File: config.mk
export PLATFORM = sky130hd
export DESIGN_NAME = idle_gate_ctrl
export DESIGN_NICKNAME = d
export VERILOG_FILES = /design/src/rtl/idle_gate_pkg.sv /design/src/rtl/idle_activity_merge.sv /design/src/rtl/idle_sleep_fsm.sv /design/src/rtl/idle_entry_counter.sv /design/src/rtl/idle_gate_ctrl.sv
export SDC_FILE = /design/constraint.sdc
export NUM_CORES = 1
export LEC_CHECK = 0
export BUFFER_PORTS_ARGS = -buffer_cell sky130_fd_sc_hd__buf_2
export CAP_MARGIN = 20
export CORE_MARGIN = 2
export CORE_UTILIZATION = 40
export CTS_CLUSTER_SIZE = 8
export DETAILED_ROUTE_END_ITERATION = 10
export PLACE_DENSITY = 0.66
export SKIP_CTS_REPAIR_TIMING = 1
export SYNTH_ARGS = -nofsm -noshare
export SYNTH_HDL_FRONTEND = slang
export SYNTH_SLANG_ARGS = --single-unit
File: constraint.sdc
create_clock -name clk -period 2 [get_ports clk]
set_input_delay 0.4 -clock clk [delete_from_list [all_inputs] [get_ports clk]]
set_output_delay 0.4 -clock clk [all_outputs]
set_load 0.01 [all_outputs]
File: src/rtl/idle_gate_pkg.sv
package idle_gate_pkg;
   typedef enum logic {
      PH_RUN   = 1'b0,
      PH_SLEEP = 1'b1
   } phase_t;

   localparam int unsigned GROUP_COUNT = 3;
   localparam int unsigned GRP_DP  = 0;
   localparam int unsigned GRP_CTL = 1;
   localparam int unsigned GRP_LIB = 2;
endpackage

File: src/rtl/idle_activity_merge.sv
module idle_activity_merge #(
   parameter int unsigned NUM_DP  = 8,
   parameter int unsigned NUM_CTL = 2,
   parameter int unsigned NUM_LIB = 2
) (
   input  logic [NUM_DP-1:0]  dp_chg,
   input  logic [NUM_CTL-1:0] ctl_chg,
   input  logic [NUM_LIB-1:0] lib_chg,
   input  logic               wake_req,
   output logic               all_quiet
);
   import idle_gate_pkg::*;

   logic [GROUP_COUNT-1:0] grp_busy;

   always_comb begin
      grp_busy          = '0;
      grp_busy[GRP_DP]  = |dp_chg;
      grp_busy[GRP_CTL] = |ctl_chg;
      grp_busy[GRP_LIB] = |lib_chg;
   end

   // Quiet only when every group is silent and nobody asks to wake.
   assign all_quiet = (grp_busy == '0) && !wake_req;
endmodule

File: src/rtl/idle_sleep_fsm.sv
module idle_sleep_fsm (
   input  logic                  clk,
   input  logic                  rst,
   input  logic                  all_quiet,
   input  logic                  wake_req,
   output idle_gate_pkg::phase_t phase,
   output logic                  guard,
   output logic                  enter
);
   import idle_gate_pkg::*;

   assign enter = (phase == PH_RUN) && !guard && all_quiet;

   always_ff @(posedge clk) begin
      if (rst) begin
         phase <= PH_RUN;
         guard <= 1'b1;
      end else begin
         case (phase)
            PH_RUN: begin
               guard <= 1'b0;
               if (enter) phase <= PH_SLEEP;
            end
            PH_SLEEP: begin
               if (wake_req) begin
                  phase <= PH_RUN;
                  guard <= 1'b1;
               end
            end
            default: phase <= PH_RUN;
         endcase
      end
   end
endmodule

File: src/rtl/idle_entry_counter.sv
module idle_entry_counter #(
   parameter int unsigned CNT_W = 16
) (
   input  logic             clk,
   input  logic             rst,
   input  logic             bump,
   output logic [CNT_W-1:0] count
);
   localparam logic [CNT_W-1:0] CNT_MAX = '1;

   always_ff @(posedge clk) begin
      if (rst)                          count <= '0;
      else if (bump && count != CNT_MAX) count <= count + CNT_W'(1);
   end
endmodule

File: src/rtl/idle_gate_ctrl.sv
module idle_gate_ctrl #(
   parameter int unsigned NUM_DP  = 8,
   parameter int unsigned NUM_CTL = 2,
   parameter int unsigned NUM_LIB = 2,
   parameter int unsigned CNT_W   = 16
) (
   input  logic               clk,
   input  logic               rst,
   input  logic [NUM_DP-1:0]  dp_chg,
   input  logic [NUM_CTL-1:0] ctl_chg,
   input  logic [NUM_LIB-1:0] lib_chg,
   input  logic               wake_req,
   output logic               run_en,
   output logic               asleep,
   output logic [CNT_W-1:0]   sleep_cnt
);
   import idle_gate_pkg::*;

   if (NUM_DP < 1 || NUM_CTL < 1 || NUM_LIB < 1) begin : g_bad_groups
      $error("idle_gate_ctrl: every change group needs at least one flag");
   end
   if (CNT_W < 1 || CNT_W > 32) begin : g_bad_cnt
      $error("idle_gate_ctrl: CNT_W must lie in 1..32");
   end

   logic   quiet_w;
   logic   guard_w;
   logic   enter_w;
   phase_t phase_w;

   idle_activity_merge #(
      .NUM_DP (NUM_DP),
      .NUM_CTL(NUM_CTL),
      .NUM_LIB(NUM_LIB)
   ) u_merge (
      .dp_chg   (dp_chg),
      .ctl_chg  (ctl_chg),
      .lib_chg  (lib_chg),
      .wake_req (wake_req),
      .all_quiet(quiet_w)
   );

   idle_sleep_fsm u_fsm (
      .clk      (clk),
      .rst      (rst),
      .all_quiet(quiet_w),
      .wake_req (wake_req),
      .phase    (phase_w),
      .guard    (guard_w),
      .enter    (enter_w)
   );

   idle_entry_counter #(.CNT_W(CNT_W)) u_cnt (
      .clk  (clk),
      .rst  (rst),
      .bump (enter_w),
      .count(sleep_cnt)
   );

   assign asleep = (phase_w == PH_SLEEP);
   assign run_en = (phase_w == PH_RUN);
endmodule

## Word-level counts from Yosys, hierarchy flattened

Index checks and enable logic that the tools add are counted.

| cells by class | value |
|---|---|
| shift-type cells | 0 |
| bitwise gates (word level) | 1 |
| equal/unequal tests | 2 |
| add/sub/neg operators | 1 |
| divide/modulo/power cells | 0 |
| order comparisons | 0 |
| reductions and logical operators | 10 |
| $mul | 0 |
| mux-type cells | 5 |

Operators by type and width:

| cell | count |
|---|---|
| $add 16x1->16 const B | 1 |
| $ne 16x16->1 const B | 1 |
| $reduce_or 8->1 | 1 |
| $logic_and 1x1->1 | 4 |
| $pmux 1 s2 | 2 |
| $reduce_or 2->1 | 2 |
| $logic_not 3->1 | 1 |
| $mux 1 | 3 |
| $logic_not 1->1 | 2 |
| $ne 2x2->1 const B | 1 |
| $not 1->1 | 1 |

| storage, ports and cells | value |
|---|---|
| word-level logic and storage cells | 22 |
| bits in writable memories | 0 |
| latch bits | 0 |
| bits of input ports | 15 |
| output and inout bits | 18 |
| register bits | 18 |
| bits in read-only memories | 0 |
| memories | 0 |

## Logic depth before layout (Yosys ltp)

| logic depth | value |
|---|---|
| word-level depth | 6 |
| gate-level depth with buffers | 6 |
| gate-level depth less buffers | 5 |

## By module

Synthesis repeated with hierarchy kept, for this count alone.

| unflattened totals | value |
|---|---|
| cell total of the unflattened synthesis | 112 |
| area, all modules | 962.2 um^2 |

Modules (own cells, without submodules):

| module | instances | area each (um^2) | cells an instance | sequential area each (um^2) |
|---|---|---|---|---|
| idle_entry_counter | 1 | 848.3 | 99 | 320.3 |
| idle_sleep_fsm | 1 | 80.1 | 7 | 40.0 |
| idle_activity_merge | 1 | 30.0 | 5 | 0.0 |
| idle_gate_ctrl | 1 | 3.8 | 1 | 0.0 |

## Worst setup path before layout

No wires, ideal clock.

| path | value |
|---|---|
| path kind | input -> register |
| start point | input port dp_chg[0] |
| end point | register u_cnt.count[13] |
| arrival time | 1.737 ns |
| setup time | 0.123 ns |
| slack | 0.140 ns |
| data required time | 1.877 ns |
| path buffers | 1 |
| stages on the path | 5 |
| path through | nor4_1 nand4_2 buf_2 nor4_1 mux2_1 |

| between the ends | value |
|---|---|
| cells in the longest elaborated chain, start to end | 5 |

Ends and longest elaborated chain:

| what | line | text |
|---|---|---|
| from (decl) | idle_gate_ctrl.sv:9 | `input logic [NUM_DP-1:0] dp_chg,` |
| $reduce_or 8->1 | idle_activity_merge.sv:18 | `grp_busy[GRP_DP] = \|dp_chg;` |
| $logic_not 3->1 | idle_activity_merge.sv:24 | `assign all_quiet = (grp_busy == '0) && !wake_req;` |
| $logic_and 1x1->1 | idle_activity_merge.sv:24 |  |
| $logic_and 1x1->1 | idle_sleep_fsm.sv:12 | `assign enter = (phase == PH_RUN) && !guard && all_quiet;` |
| $logic_and 1x1->1 | idle_entry_counter.sv:13 | `else if (bump && count != CNT_MAX) count <= count + CNT_W'(1);` |
| to (signal assigned) | idle_entry_counter.sv:13 |  |
| to (decl) | idle_entry_counter.sv:7 | `output logic [CNT_W-1:0] count` |

No other way between the ends.
A chain may end at the register's enable or synchronous reset.

## Worst setup path in the final report

| path | value |
|---|---|
| start point | register u_cnt.count[1] |
| end point | register u_cnt.count[14] |

| between the ends | value |
|---|---|
| cells in the longest elaborated chain, start to end | 2 |
| elaborated cells on any way between the ends | 3 |
| those cells by class | 1 x add/sub; 1 x eq/ne; 1 x reduce/logical |

Ends and longest elaborated chain:

| what |
|---|
| parallel branches: the longest is 2 deep, another holds $add 16x1->16 |

Parallel ways; which one is timed is not known.

==> flow_metrics.py <==
metrics = {
    "worst_setup_path": {
        "setup.worst_path.start_class": "flip-flop",
        "cp_max_fo": 5,
        "cp.required_ns": 2.22,
        "reg2reg_depth": 5,
        "worstReg2RegEnd": "u_cnt.count[14]",
        "crit_path_end": "u_cnt.count[14]",
        "reg2reg_slack_ns": 0.1,
        "cp-startpoint": "u_cnt.count[1]",
        "r2r_start": "u_cnt.count[1]",
        "crit_arrival_ns": 2.13,
        "crit_path_end_kind": "flip-flop",
        "worstSetupPathType": "flip-flop to flip-flop",
    },
    "logic_synthesis": {
        "yosysTopAreaCellShare": 0.370,
        "synth-seq-cells": 18,
        "ys.warnings.count": 0,
        "synth.cell_area_sq_um": 975,
        "syn_area_per_cell_sq_um": 8.78,
        "synth.most_common_cell": "dfxtp_1",
        "yosysSeqAreaShare": 0.370,
        "ys_top_cells_by_count": "dfxtp_1 (18), a21oi_1 (11), nand2_1 (6), nor4_1 (6), or4_1 (6)",
        "post-synth-top-area-cell": "dfxtp_1",
        "synth-edff-count": 0,
        "synth-main-ff-cell": "dfxtp_1",
        "syn_inst": 111,
        "yosysUniqueCellTypes": 32,
        "synth_nets": 127,
        "ys_top_cells_by_area": "dfxtp_1 (37%), a21oi_1 (5.6%), or4_1 (4.6%)",
        "async_reset_ff_frac": 0,
    },
    "clock_tree": {
        "htree_num_levels": 1,
        "clkTransAtPathRegs_ns": 0.11,
        "cts_root_buf": "clkbuf_4",
        "numCtsBuffers": 3,
        "cts_tree": "yes",
        "clock_latency_ns": 0.29,
        "clock_path_buffers": 2,
        "cts.sinks": 18,
    },
    "floorplanning": {
        "ios": 33,
        "core_sq_um": 2250,
        "die_x_um": 53.4,
        "die_area_sq_um": 2850,
        "rows": 17,
        "start_util": 0.432,
        "die_h_um": 53.4,
    },
    "global_routing": {
        "grt.overflow.total": 0,
        "antenna_found_initial": 0,
        "grt_first_pass_wirelength_um": 3520,
        "grtUsageTotal": 0.166,
        "grt_max_degree": 29,
        "grt_pass1_vias": 838,
    },
    "place": {
        "dp_hpwl_um": 1560,
        "port_buffers": 32,
        "place_congestion": 0.748,
        "dp.cells": 169,
    },
    "finish": {
        "nets": 162,
        "n_antenna_cell": 0,
        "final_core_util": 0.544,
        "area_delta_synth_final_pct": 25.9,
        "drive_gt1_frac": 0.345,
        "layoutNonFillerInstCount": 173,
        "fillers": 226,
    },
    "sta": {
        "max_slew.worst_pin.slew_ns": 0.467,
        "rsz0062_at_grt": "no",
        "period_share": 0.951,
        "fin_skew_ns": 0.00581,
        "finalMaxSlewViolations": 0,
        "hold_viol": 0,
        "slew_headroom": 0.686,
        "fin_crit_ns": 1.90,
        "max_freq_ghz": 0.526,
        "setup_viol": 0,
        "hold_ws_ns": 0.365,
    },
    "power": {
        "p_per_area_nw_per_um2": 495,
        "vdd_drop_max_mv": 0.220,
        "power.leakage_nw": 0.498,
    },
    "route": {
        "vias": 982,
        "wirelength_um": 2190,
        "vias_per_cell": 5.68,
        "firstDrtPassIters": 4,
        "detail_route.wl_per_cell_um": 12.7,
        "drtIter0Drc": 7,
        "drc": 0,
        "ant_nets": 0,
    },
    "status": {
        "outcome": "complete, no violations",
    },
    "min_path": {
        "hp-class": "primary input to flip-flop",
    },
    "flow_run": {
        "drv_cap": 0,
    },
}
routing by layer:
| metal | share of wire | wire (um) | vias up | GRT usage |
|---|---|---|---|---|
| li1 | - | - | 498 | - |
| met1 | 0.46 | 1010 | 459 | 0.207 |
| met2 | 0.47 | 1040 | 23 | 0.288 |
| met3 | 0.055 | 121 | 2 | 0.0169 |
| met4 | 0.0078 | 17 | 0 | 0.0641 |
| met5 | 0 | 0 | - | 0 |
layout make-up:
class / instances / area, sq um / area share
Clock buffer: 4 / 36.3 / 0.0296
Timing Repair Buffer: 35 / 195 / 0.159
Multi-Input combinational cell: 84 / 584 / 0.476
Inverter: 4 / 15.0 / 0.0122
Tap cell: 28 / 35.0 / 0.0285
Sequential cell: 18 / 362 / 0.295
layout by cell type (no fill, tap or decap), drive strengths merged, types with 4 or more instances in the layout:
cell type,count
buf,35
dfxtp,18
a21oi,11
nor4,8
nand2,6
or4,6
nor2b,5
nor2,5
o31ai,5
o21ai,5
nand4,5
mux2,5
inv,4
or3,4
nand3,4
clkbuf,4
worst min-delay path by stage:
stage / cells after the start / startpoint / end / slack [ns]
6_report: 3 / wake_req / u_fsm.guard / 0.37
5_1_grt: 3 / wake_req / u_fsm.guard / 0.40
4_1_cts: 3 / wake_req / u_fsm.guard / 0.36
3_5_place_dp: 2 / u_fsm.guard / u_fsm.guard / 0.48
3_3_place_gp: 2 / u_fsm.guard / u_fsm.guard / 0.50
2_1_floorplan: 2 / u_fsm.guard / u_fsm.guard / 0.46
through the flow:
stage	TNS, ns	setup slack (ns)	power [mW]	cell area, sq um
finish	0	0.0987	0.608	1230
global route	0	0.00220	0.641	1230
CTS	0	0.0572	0.616	1220
detailed placement	-0.0443	-0.0205	0.393	1180
global placement	-0.00860	-0.00860	0.393	1180
floorplan	0	0.140	0.377	975
state kept, by name, summed over array words and instances, names as in the netlist:
name	flops
u_fsm.phase	1
u_fsm.guard	1
u_cnt.count	16
critical path, stage by stage, from the launching register on:
cell	delay, ns
dfxtp_1	0.41
ha_1	0.23
nand4_1	0.21
or3_1	0.41
or4_1	0.41
a21oi_1	0.16
cell families after synthesis:
logic type / synth area share
DFF: 0.370
buffers and inverters: 0.0372
muxes: 0.0578
and+or+nand+nor: 0.375
adders and majority gates: 0.0128
AOI/OAI and AO/OA: 0.148
report_power, final:
group | internal [mW] | switching [mW] | leakage [nW]
combinational | 0.0126 | 0.0130 | 0.331
clock | 0.111 | 0.111 | 0.0210
sequential | 0.359 | 0.000519 | 0.146
(Power assumes the default switching activity.)
